[config.mk]
export PLATFORM = sky130hd
export DESIGN_NAME = irq_obf_top
export DESIGN_NICKNAME = d
export VERILOG_FILES = /design/src/rtl/irq_obf_pkg.sv /design/src/rtl/irq_obf_symclk.sv /design/src/rtl/irq_obf_enc.sv /design/src/rtl/irq_obf_dec.sv /design/src/rtl/irq_obf_top.sv
export SDC_FILE = /design/constraint.sdc
export NUM_CORES = 1
export LEC_CHECK = 0
export ABC_AREA = 0
export ABC_CLOCK_PERIOD_IN_PS = 3300
export BUFFER_PORTS_ARGS = -buffer_cell sky130_fd_sc_hd__buf_4
export CORE_UTILIZATION = 57
export DETAILED_ROUTE_END_ITERATION = 7
export HOLD_SLACK_MARGIN = 0.1
export PLACE_DENSITY = 0.78
export SYNTH_ARGS = -nofsm -noshare
export SYNTH_HDL_FRONTEND = slang
export SYNTH_SLANG_ARGS = --single-unit
[constraint.sdc]
create_clock -name clk -period 3.3 [get_ports clk]
set_clock_uncertainty 0.1 [all_clocks]
set_input_delay 0.66 -clock clk [delete_from_list [all_inputs] [get_ports clk]]
set_output_delay 0.66 -clock clk [all_outputs]
set_load 0.01 [all_outputs]
[src/rtl/irq_obf_pkg.sv]
package irq_obf_pkg;
  localparam int SYM_W     = 2;
  localparam int FRAME_LEN = 4;

  typedef logic [FRAME_LEN-1:0] word_t;
  typedef logic [SYM_W-1:0]     sym_t;

  localparam word_t MARKER_WORD = 4'b0001;
  localparam sym_t  SYM_LAST    = sym_t'(FRAME_LEN - 1);

  // decoy word for an idle frame; none equals the marker
  function automatic word_t decoy_word(input logic [1:0] idx);
    case (idx)
      2'd0:    return 4'b0110;
      2'd1:    return 4'b1000;
      2'd2:    return 4'b1011;
      default: return 4'b0100;
    endcase
  endfunction

  // symbol shown on the line for a given phase, MSB first
  function automatic logic pick_symbol(input word_t w, input sym_t sym);
    return w[SYM_LAST - sym];
  endfunction

  // pending count update: serve first, then add, then clamp
  function automatic int unsigned pend_step(input int unsigned cur,
                                            input logic take,
                                            input logic rise,
                                            input int unsigned cap);
    int unsigned v;
    v = cur - (take ? 1 : 0) + (rise ? 1 : 0);
    if (v > cap) v = cap;
    return v;
  endfunction
endpackage

[src/rtl/irq_obf_symclk.sv]
module irq_obf_symclk
  import irq_obf_pkg::*;
(
  input  logic clk,
  input  logic rst_n,
  output sym_t sym_o
);
  sym_t cnt_q;

  always_ff @(posedge clk or negedge rst_n) begin
    if (!rst_n) cnt_q <= '0;
    else        cnt_q <= cnt_q + sym_t'(1);
  end

  assign sym_o = cnt_q;
endmodule

[src/rtl/irq_obf_enc.sv]
module irq_obf_enc
  import irq_obf_pkg::*;
#(
  parameter int                PEND_W    = 3,
  parameter int                LFSR_W    = 8,
  parameter logic [LFSR_W-1:0] LFSR_SEED = 8'h5A,
  parameter logic [LFSR_W-1:0] LFSR_TAPS = 8'hB8
) (
  input  logic              clk,
  input  logic              rst_n,
  input  sym_t              sym_i,
  input  logic              acc_irq_i,
  output logic              line_o,
  output logic              ev_rise_o,
  output logic [PEND_W-1:0] pend_o
);
  localparam int unsigned PEND_MAX = (1 << PEND_W) - 1;

  logic              irq_q;
  logic [PEND_W-1:0] pend_q;
  logic [LFSR_W-1:0] lfsr_q;
  word_t             word_q;

  logic ev_rise;
  logic frame_edge;
  logic take;

  function automatic logic [LFSR_W-1:0] lfsr_next(input logic [LFSR_W-1:0] x);
    return x[0] ? ((x >> 1) ^ LFSR_TAPS) : (x >> 1);
  endfunction

  assign ev_rise    = acc_irq_i & ~irq_q;
  assign frame_edge = (sym_i == SYM_LAST);
  assign take       = frame_edge & ((pend_q != '0) | ev_rise);

  always_ff @(posedge clk or negedge rst_n) begin
    if (!rst_n) begin
      irq_q  <= 1'b0;
      pend_q <= '0;
      lfsr_q <= LFSR_SEED;
      word_q <= decoy_word(2'd0);
    end else begin
      irq_q  <= acc_irq_i;
      pend_q <= PEND_W'(pend_step(int'(pend_q), take, ev_rise, PEND_MAX));
      if (frame_edge) begin
        lfsr_q <= lfsr_next(lfsr_q);
        word_q <= take ? MARKER_WORD : decoy_word(lfsr_q[1:0]);
      end
    end
  end

  assign line_o    = pick_symbol(word_q, sym_i);
  assign ev_rise_o = ev_rise;
  assign pend_o    = pend_q;
endmodule

[src/rtl/irq_obf_dec.sv]
module irq_obf_dec
  import irq_obf_pkg::*;
(
  input  logic clk,
  input  logic rst_n,
  input  sym_t sym_i,
  input  logic line_i,
  output logic host_irq_o
);
  logic [FRAME_LEN-2:0] hist_q;
  word_t                frame_word;

  always_ff @(posedge clk or negedge rst_n) begin
    if (!rst_n) hist_q <= '0;
    else        hist_q <= {hist_q[FRAME_LEN-3:0], line_i};
  end

  assign frame_word = {hist_q, line_i};
  assign host_irq_o = (sym_i == SYM_LAST) && (frame_word == MARKER_WORD);
endmodule

[src/rtl/irq_obf_top.sv]
module irq_obf_top
  import irq_obf_pkg::*;
#(
  parameter int                PEND_W    = 3,
  parameter int                LFSR_W    = 8,
  parameter logic [LFSR_W-1:0] LFSR_SEED = 8'h5A,
  parameter logic [LFSR_W-1:0] LFSR_TAPS = 8'hB8
) (
  input  logic clk,
  input  logic rst_n,
  input  logic acc_irq_i,
  output logic line_o,
  output logic host_irq_o
);
  sym_t              sym_cnt;
  logic              ev_rise;
  logic [PEND_W-1:0] pend_cnt;

  irq_obf_symclk u_sym (
    .clk   (clk),
    .rst_n (rst_n),
    .sym_o (sym_cnt)
  );

  irq_obf_enc #(
    .PEND_W    (PEND_W),
    .LFSR_W    (LFSR_W),
    .LFSR_SEED (LFSR_SEED),
    .LFSR_TAPS (LFSR_TAPS)
  ) u_enc (
    .clk       (clk),
    .rst_n     (rst_n),
    .sym_i     (sym_cnt),
    .acc_irq_i (acc_irq_i),
    .line_o    (line_o),
    .ev_rise_o (ev_rise),
    .pend_o    (pend_cnt)
  );

  irq_obf_dec u_dec (
    .clk        (clk),
    .rst_n      (rst_n),
    .sym_i      (sym_cnt),
    .line_i     (line_o),
    .host_irq_o (host_irq_o)
  );
endmodule

==> results of run 1 <==
layout by cell type (no fill, tap or decap), types with 2 or more instances in the layout:
master	Yosys	routed
sky130_fd_sc_hd__o2bb2ai_1	3	3
sky130_fd_sc_hd__xnor2_1	3	3
sky130_fd_sc_hd__mux2_2	3	3
sky130_fd_sc_hd__buf_4	0	5
sky130_fd_sc_hd__a21oi_1	4	4
sky130_fd_sc_hd__dfstp_2	6	6
sky130_fd_sc_hd__nor2_1	9	9
sky130_fd_sc_hd__o21ai_0	2	2
sky130_fd_sc_hd__clkbuf_4	0	3
sky130_fd_sc_hd__dfrtp_1	15	15
sky130_fd_sc_hd__a211o_1	2	2
sky130_fd_sc_hd__nand2_1	2	2
sky130_fd_sc_hd__ha_1	9	9
sky130_fd_sc_hd__nand2b_1	2	2
sky130_fd_sc_hd__inv_1	11	11
cell type report:
| cell class | instances | area [um^2] | share of cell area [%] |
|---|---|---|---|
| flip-flops and latches | 21 | 533 | 50.1 |
| multi-input cells | 49 | 405 | 38.1 |
| inverters | 11 | 41.3 | 3.88 |
| repair buffers | 5 | 37.5 | 3.53 |
| clock buffers | 4 | 26.3 | 2.47 |
| well taps | 16 | 20.0 | 1.88 |
report_power, final:
part           switching (uW)  internal [uW]
sequential               8.99            271
combinational            75.8           61.6
clock                    75.0           47.2
critical path, stage by stage, from the launching register on:
cell and delay [ns]:
sky130_fd_sc_hd__dfrtp_1 0.44, sky130_fd_sc_hd__ha_1 0.23, sky130_fd_sc_hd__inv_1 0.13, sky130_fd_sc_hd__a31oi_1 0.07, sky130_fd_sc_hd__ha_1 0.28, sky130_fd_sc_hd__inv_1 0.06, sky130_fd_sc_hd__ha_1 0.19, sky130_fd_sc_hd__a21oi_1 0.11
sky130_fd_sc_hd__nor2_1 0.10, sky130_fd_sc_hd__nor2_1 0.05, sky130_fd_sc_hd__ha_1 0.27, sky130_fd_sc_hd__nand2b_1 0.05, sky130_fd_sc_hd__a221o_1 0.30, sky130_fd_sc_hd__a211o_1 0.28
cell families (layout without fill, tap and decap cells):
logic type / after synthesis / count (layout) / synth area share (%)
XOR/XNOR: 3 / 3 / 2.66
buffers and inverters: 13 / 20 / 5.18
AND/OR/NAND/NOR: 17 / 17 / 8.47
flip-flops: 21 / 21 / 53.9
multiplexers: 4 / 4 / 5.69
AO/OA/AOI/OAI: 15 / 15 / 10.7
adder cells (fa/ha/maj): 10 / 10 / 13.4
per-layer routing:
| metal | vias to the layer above | wire length, um | global-route usage [%] |
|---|---|---|---|
| met4 | 0 | 13 | 7.50 |
| li1 | 296 | - | - |
| met5 | - | 0 | 0 |
| met3 | 2 | 64 | 8.75 |
| met2 | 11 | 725 | 31.3 |
| met1 | 280 | 720 | 27.4 |
registers in the layout, summed over array words and instances, names as in the netlist:
register      cells
u_dec.hist_q      3
u_enc.irq_q       1
u_enc.pend_o      3
u_enc.lfsr_q      8
u_enc.word_q      4
u_sym.sym_o       2
worst min-delay path by stage:
stage	cells past startpoint	slack, ns	to	startpoint
floorplan	0	0.25	u_dec.hist_q[2]	u_dec.hist_q[1]
global placement	0	0.25	u_dec.hist_q[2]	u_dec.hist_q[1]
detailed placement	0	0.26	u_dec.hist_q[2]	u_dec.hist_q[1]
CTS	1	0.11	u_enc.pend_o[1]	rst_n
global route	1	0.11	u_enc.pend_o[1]	rst_n
finish	1	0.11	u_sym.sym_o[0]	rst_n
metrics by stage:
stage	hold WS [ns]	instance area, um^2
floorplan	0.247	990
global placement	0.255	1040
detailed placement	0.261	1040
CTS	0.110	1060
global route	0.108	1060
finish	0.109	1060
==> metrics.txt, run 1 <==
# TYPE chip_impl_metric gauge
chip_impl_metric{name="die_width",unit="um"} 43.7
chip_impl_info{name="synth.area.top_cells",value="sky130_fd_sc_hd__dfrtp_1 (38%), sky130_fd_sc_hd__dfstp_2 (16%), sky130_fd_sc_hd__ha_1 (11%)"} 1
chip_impl_metric{name="ioPinCount",unit=""} 5
chip_impl_metric{name="tns",unit="ns"} 0
chip_impl_metric{name="design.core.area",unit="mm^2"} 0.00156
chip_impl_info{name="yosys_most_used_dff",value="sky130_fd_sc_hd__dfrtp_1"} 1
chip_impl_metric{name="starting_density",unit="%"} 63.5
chip_impl_metric{name="place.detailed.instances",unit=""} 102
chip_impl_info{name="timing.critical_path.to",value="u_enc.pend_o[1]"} 1
chip_impl_metric{name="finish.net_count",unit=""} 104
chip_impl_info{name="most_common_cell_in_the_netlist",value="sky130_fd_sc_hd__dfrtp_1"} 1
chip_impl_metric{name="netlist-cell-type-count",unit=""} 24
chip_impl_metric{name="required",unit="ns"} 3.40
chip_impl_metric{name="die_area",unit="mm^2"} 0.00191
chip_impl_metric{name="worst-endpoint-arrival",unit="ns"} 2.85
chip_impl_metric{name="power-per-cell-area",unit="mW/mm^2"} 508
chip_impl_metric{name="ctsHtreeMaxLevel",unit=""} 1
chip_impl_metric{name="ctsHoldBuffers",unit=""} 0
chip_impl_metric{name="syn2layout_area_growth",unit="%"} 7.46
chip_impl_info{name="cts.root.buffer_cell",value="sky130_fd_sc_hd__clkbuf_4"} 1
chip_impl_metric{name="cts.reportedPaths.clkPinSlew",unit="ns"} 0.11
chip_impl_metric{name="synth_top_area_share",unit="%"} 37.9
chip_impl_metric{name="setup.reg_to_reg.worst_slack",unit="ns"} 0.55
chip_impl_info{name="run_status",value="finished clean"} 1
chip_impl_metric{name="fin_crit_sh",unit="%"} 83.3
chip_impl_metric{name="asr_flop_ratio_synth",unit="%"} 100
chip_impl_metric{name="initial_antenna_violation_count",unit=""} 0
chip_impl_metric{name="avgSynthCellArea",unit="um^2"} 11.9
chip_impl_metric{name="placed_wire_length_estimate_after_detailed_placement",unit="um"} 1120
chip_impl_metric{name="mappedNetlistNets",unit=""} 96
chip_impl_metric{name="power",unit="uW"} 540
chip_impl_metric{name="peakVddDrop",unit="mV"} 0.316
chip_impl_metric{name="detail_route.first_pass.iterations",unit=""} 4
chip_impl_metric{name="layout_min_cycle_time",unit="ns"} 2.75
chip_impl_metric{name="post_synth_instance_area",unit="um^2"} 990
chip_impl_metric{name="lkg_pwr",unit="uW"} 0.000498
chip_impl_info{name="rsz_0062_raised_after_global_routing",value="no"} 1
chip_impl_metric{name="setup_slack",unit="ns"} 0.550
chip_impl_metric{name="layout.filler_cells",unit=""} 110
chip_impl_metric{name="port_buffers",unit=""} 4
chip_impl_info{name="tritoncts",value="yes"} 1
chip_impl_metric{name="grt_overflow",unit=""} 0
chip_impl_info{name="crit-reg2reg-capture",value="u_enc.pend_o[1]"} 1
chip_impl_metric{name="layout-drive-gt1-share",unit="%"} 21.1
chip_impl_metric{name="cts_repair_resize_count",unit=""} 0
chip_impl_info{name="yosys-top-cells-count",value="sky130_fd_sc_hd__dfrtp_1 (15), sky130_fd_sc_hd__inv_1 (11), sky130_fd_sc_hd__ha_1 (9), sky130_fd_sc_hd__nor2_1 (9), sky130_fd_sc_hd__dfstp_2 (6)"} 1
chip_impl_metric{name="antenna_cells",unit=""} 0
chip_impl_metric{name="post-cts-setup-buffer-count",unit=""} 0
chip_impl_metric{name="yosysWarningCount",unit=""} 0
chip_impl_metric{name="synthCells",unit=""} 83
chip_impl_info{name="worstReg2RegStart",value="u_sym.sym_o[0]"} 1
chip_impl_metric{name="drtIter0Drc",unit=""} 16
chip_impl_metric{name="grt_first_pass_wirelength",unit="um"} 2730
chip_impl_metric{name="setup_viol_count_final",unit=""} 0
chip_impl_metric{name="drc",unit=""} 0
chip_impl_metric{name="synth-edff-count",unit=""} 0
chip_impl_metric{name="maximum_number_of_pins_on_one_net_before_global_route_repair",unit=""} 22
chip_impl_metric{name="reg2reg_depth",unit=""} 13
chip_impl_metric{name="sequential_fraction_of_the_synthesis_area",unit="%"} 53.9
chip_impl_info{name="critical_path.startpoint_type",value="flip-flop"} 1
chip_impl_metric{name="max-cap-violations",unit=""} 0
chip_impl_metric{name="final-instance-count-excl-fill",unit=""} 106
chip_impl_metric{name="clock_sinks",unit=""} 21
chip_impl_metric{name="post_route_utilization",unit="%"} 68.2
chip_impl_metric{name="place.gp.congestion",unit=""} 0.727
chip_impl_metric{name="pre_cts_ws",unit="ns"} 0.383
chip_impl_metric{name="fp.dieH",unit="um"} 43.7
chip_impl_info{name="yosys.area.top_type",value="sky130_fd_sc_hd__dfrtp_1"} 1
chip_impl_metric{name="cts_inserted_buffers",unit=""} 3
chip_impl_info{name="worstSetupEndpointType",value="flip-flop"} 1
chip_impl_metric{name="slew-limit-headroom",unit="%"} 82.9
chip_impl_metric{name="clkLatencyLatePin",unit="ns"} 0.30
chip_impl_metric{name="drt-wirelength-per-cell",unit="um"} 14.4
chip_impl_metric{name="drv_slew",unit=""} 0
chip_impl_metric{name="max_slew.worst_pin.slew",unit="ns"} 0.256
chip_impl_metric{name="clock.fmax",unit="GHz"} 0.364
chip_impl_info{name="hold_class",value="primary input to async pin"} 1
chip_impl_metric{name="yosys_register_bits",unit=""} 21
chip_impl_info{name="critical_path.startpoint",value="u_sym.sym_o[0]"} 1
chip_impl_metric{name="routed_via_density",unit=""} 5.56
chip_impl_metric{name="detailroute.via_count",unit=""} 589
chip_impl_metric{name="grt_pass1_vias",unit=""} 627
chip_impl_metric{name="wirelength",unit="um"} 1520
chip_impl_metric{name="hold_violation_total_from_the_final_report",unit=""} 0
chip_impl_metric{name="clk_path_buf_depth",unit=""} 2
chip_impl_metric{name="route.antenna.remaining_nets",unit=""} 0
chip_impl_metric{name="critPathMaxFanout",unit=""} 4
chip_impl_metric{name="global_route.usage.total",unit="%"} 20.9
chip_impl_metric{name="rows",unit=""} 14
chip_impl_info{name="path_class",value="flip-flop to flip-flop"} 1
Note: power is estimated with default switching activity, not from simulation.
==> run 2: changes to the inputs <==
--- a/config.mk
+++ b/config.mk
@@ -6,12 +6,12 @@
 export NUM_CORES = 1
 export LEC_CHECK = 0
 export ABC_AREA = 0
-export ABC_CLOCK_PERIOD_IN_PS = 3300
+export ABC_CLOCK_PERIOD_IN_PS = 2400
 export BUFFER_PORTS_ARGS = -buffer_cell sky130_fd_sc_hd__buf_4
-export CORE_UTILIZATION = 57
+export CORE_UTILIZATION = 52
 export DETAILED_ROUTE_END_ITERATION = 7
 export HOLD_SLACK_MARGIN = 0.1
-export PLACE_DENSITY = 0.78
+export PLACE_DENSITY = 0.75
 export SYNTH_ARGS = -nofsm -noshare
 export SYNTH_HDL_FRONTEND = slang
 export SYNTH_SLANG_ARGS = --single-unit
==> constraint.sdc (replaced) <==
create_clock -name clk -period 2.4 [get_ports clk]
set_clock_uncertainty 0.1 [all_clocks]
set_input_delay 0.48 -clock clk [delete_from_list [all_inputs] [get_ports clk]]
set_output_delay 0.48 -clock clk [all_outputs]
set_load 0.01 [all_outputs]
==> run 2 against run 1 <==
Effect of this change:
- the flow now finishes with violations (negative setup slack)
- worst hold slack gained 0.084 ns
- routed wire length fell by 0.33%
- critical path depth unchanged
- via count rose by 5.6%
- power up 43%
- worst setup slack worse by 0.62 ns
- maximum frequency is 11% higher
- design area increased by 15%
- die area up 9.2%
- critical endpoint unchanged
- largest cell class unchanged
==> metrics.txt, run 2 (synthesized netlist as in run 1, its figures left out) <==
# TYPE chip_impl_metric gauge
chip_impl_info{name="run_status",value="finished, violations left"} 1
chip_impl_info{name="failed_checks",value="negative setup slack"} 1
chip_impl_metric{name="rows",unit=""} 15
chip_impl_info{name="mostFrequentLayoutCells",value="sky130_fd_sc_hd__dfrtp_1 (15), sky130_fd_sc_hd__buf_4 (13), sky130_fd_sc_hd__inv_1 (8), sky130_fd_sc_hd__nor2_1 (8), sky130_fd_sc_hd__dfstp_2 (6)"} 1
chip_impl_metric{name="max_slew.worst_pin.slew",unit="ns"} 0.253
chip_impl_metric{name="power-per-cell-area",unit="mW/mm^2"} 632
chip_impl_metric{name="routed_via_density",unit=""} 4.98
chip_impl_metric{name="maximum_number_of_pins_on_one_net_before_global_route_repair",unit=""} 22
chip_impl_info{name="worstSetupEndpointType",value="flip-flop"} 1
chip_impl_metric{name="max-cap-violations",unit=""} 0
chip_impl_metric{name="grt_overflow",unit=""} 0
chip_impl_metric{name="clk_path_buf_depth",unit=""} 2
chip_impl_info{name="worstReg2RegStart",value="u_sym.sym_o[1]"} 1
chip_impl_metric{name="setup_viol_count_final",unit=""} 3
chip_impl_info{name="path_class",value="flip-flop to flip-flop"} 1
chip_impl_metric{name="starting_density",unit="%"} 56.1
chip_impl_info{name="hold_class",value="primary input to flip-flop"} 1
chip_impl_metric{name="die_area",unit="mm^2"} 0.00208
chip_impl_metric{name="grt_first_pass_wirelength",unit="um"} 2620
chip_impl_metric{name="multi_input_gate_area_in_the_final_layout",unit="um^2"} 467
chip_impl_info{name="timing.hold.worst.start",value="acc_irq_i"} 1
chip_impl_metric{name="critPathMaxFanout",unit=""} 3
chip_impl_metric{name="detail_route.first_pass.iterations",unit=""} 4
chip_impl_info{name="crit_family",value="adder cells"} 1
chip_impl_metric{name="worst_hold_slack",unit="ns"} 0.193
chip_impl_metric{name="drv_slew",unit=""} 0
chip_impl_metric{name="clock_sinks",unit=""} 21
chip_impl_info{name="crit-reg2reg-capture",value="u_enc.pend_o[1]"} 1
chip_impl_metric{name="die_width",unit="um"} 45.6
chip_impl_info{name="biggestRegsByFlops",value="u_enc.lfsr_q (8), u_enc.word_q (4)"} 1
chip_impl_info{name="timing.critical_path.cells",value="ha_4 > inv_4 > a31oi_4 > ha_2 > inv_2 > ha_4 > a21oi_2 > nor2_1 > nor2_1 > ha_1 > nand2b_1 > a221o_1 > a211o_1"} 1
chip_impl_info{name="critical-path-slowest-cell",value="sky130_fd_sc_hd__dfrtp_1"} 1
chip_impl_metric{name="design.core.area",unit="mm^2"} 0.00176
chip_impl_metric{name="setup.reg_to_reg.worst_slack",unit="ns"} -0.07
chip_impl_metric{name="syn2layout_area_growth",unit="%"} 23.3
chip_impl_metric{name="wirelength",unit="um"} 1520
chip_impl_info{name="max_flop_register",value="u_enc.lfsr_q"} 1
chip_impl_metric{name="peakVddDrop",unit="mV"} 0.462
chip_impl_metric{name="drt-wirelength-per-cell",unit="um"} 12.1
chip_impl_metric{name="port_buffers",unit=""} 4
chip_impl_metric{name="cts.reportedPaths.clkPinSlew",unit="ns"} 0.11
chip_impl_metric{name="detailroute.via_count",unit=""} 622
chip_impl_metric{name="finish.net_count",unit=""} 114
chip_impl_metric{name="slew-limit-headroom",unit="%"} 83.1
chip_impl_info{name="cts.root.buffer_cell",value="sky130_fd_sc_hd__clkbuf_4"} 1
chip_impl_info{name="min_delay_worst_endpoint",value="u_enc.irq_q"} 1
chip_impl_metric{name="cts_inserted_buffers",unit=""} 3
chip_impl_metric{name="layout-drive-gt1-share",unit="%"} 38.0
chip_impl_metric{name="drc",unit=""} 0
chip_impl_metric{name="lkg_pwr",unit="uW"} 0.000546
chip_impl_metric{name="cp_num_buf_inv",unit=""} 2
chip_impl_metric{name="global_route.usage.total",unit="%"} 18.4
chip_impl_metric{name="hold_violation_total_from_the_final_report",unit=""} 0
chip_impl_metric{name="clock.fmax",unit="GHz"} 0.404
chip_impl_info{name="tritoncts",value="yes"} 1
chip_impl_metric{name="layout_min_cycle_time",unit="ns"} 2.47
chip_impl_info{name="rsz_0062_raised_after_global_routing",value="yes"} 1
chip_impl_metric{name="pre_cts_ws",unit="ns"} -0.189
chip_impl_metric{name="place.gp.congestion",unit=""} 0.793
chip_impl_info{name="layout_commonest_cell",value="sky130_fd_sc_hd__dfrtp_1"} 1
chip_impl_metric{name="initial_antenna_violation_count",unit=""} 0
chip_impl_metric{name="grt_pass1_vias",unit=""} 647
chip_impl_metric{name="largest_register_ffs",unit=""} 8
chip_impl_metric{name="layout.filler_cells",unit=""} 140
chip_impl_metric{name="placed_wire_length_estimate_after_detailed_placement",unit="um"} 1200
chip_impl_metric{name="clkLatencyLatePin",unit="ns"} 0.29
chip_impl_metric{name="antenna_cells",unit=""} 0
chip_impl_metric{name="ioPinCount",unit=""} 5
chip_impl_metric{name="worst-endpoint-arrival",unit="ns"} 2.56
chip_impl_info{name="critical_path.startpoint_type",value="flip-flop"} 1
chip_impl_metric{name="tns",unit="ns"} -0.150
chip_impl_metric{name="fp.dieH",unit="um"} 45.6
chip_impl_metric{name="route.antenna.remaining_nets",unit=""} 0
chip_impl_metric{name="critical_path.max_stage_delay",unit="ns"} 0.40
chip_impl_metric{name="setup_slack",unit="ns"} -0.0725
chip_impl_metric{name="required",unit="ns"} 2.49
chip_impl_metric{name="fin_crit_sh",unit="%"} 103
chip_impl_metric{name="drtIter0Drc",unit=""} 8
chip_impl_metric{name="ctsHtreeMaxLevel",unit=""} 1
chip_impl_metric{name="ff_latch_area",unit="um^2"} 533
chip_impl_metric{name="min_path_cells",unit=""} 1
chip_impl_metric{name="reg2reg_depth",unit=""} 13
==> run 2: final cells by class <==
type	instances	share of cell area (%)
multi-input combinational	49	38.3
sequential	21	43.7
clock buffer	4	2.15
inverter	11	3.59
timing repair buffer	15	9.74
tap	25	2.56
==> run 2: power by group <==
group,internal [uW],switching (uW)
logic,111,117
registers,373,11.5
clock network,64.7,94.7
==> run 2: how the worst max path moves through the flow <==
stage | to | start | slack, ns | depth (start not counted)
floorplan | u_enc.pend_o[0] | u_sym.sym_o[0] | -0.12 | 14
global placement | u_enc.pend_o[0] | acc_irq_i | -0.17 | 13
detailed placement | u_enc.pend_o[0] | acc_irq_i | -0.19 | 13
CTS | u_enc.pend_o[0] | u_sym.sym_o[0] | -0.09 | 13
global route | u_enc.pend_o[0] | u_sym.sym_o[1] | -0.20 | 13
finish | u_enc.pend_o[1] | u_sym.sym_o[1] | -0.07 | 13
==> run 2: metrics by stage <==
step / area (um^2) / util, % / power [uW] / cells
after floorplan: 1030 / - / 549 / 83
after global placement: 1140 / 64.9 / 605 / 119
after detailed placement: 1140 / 64.9 / 610 / 119
after CTS: 1210 / 68.4 / 771 / 126
after global routing: 1220 / 69.1 / 830 / 125
final: 1220 / 69.1 / 771 / 125
==> run 2: routing by layer <==
metal,up-vias,global-route usage [%],share of wire [%]
met5,-,0,0
met3,0,7.14,4.1
met2,10,32.6,50
met4,0,3.64,0
li1,315,-,-
met1,297,21.0,45
==> run 2: what timing repair did <==
action | 4_1_cts | 5_1_grt
hold buffers | 1 | 0
pin swaps | 3 | 3
setup buffers | 2 | 1
endpoints found under the hold margin | 15 | 0
setup endpoints to repair | 3 | 4
resized for setup | 1 | 4
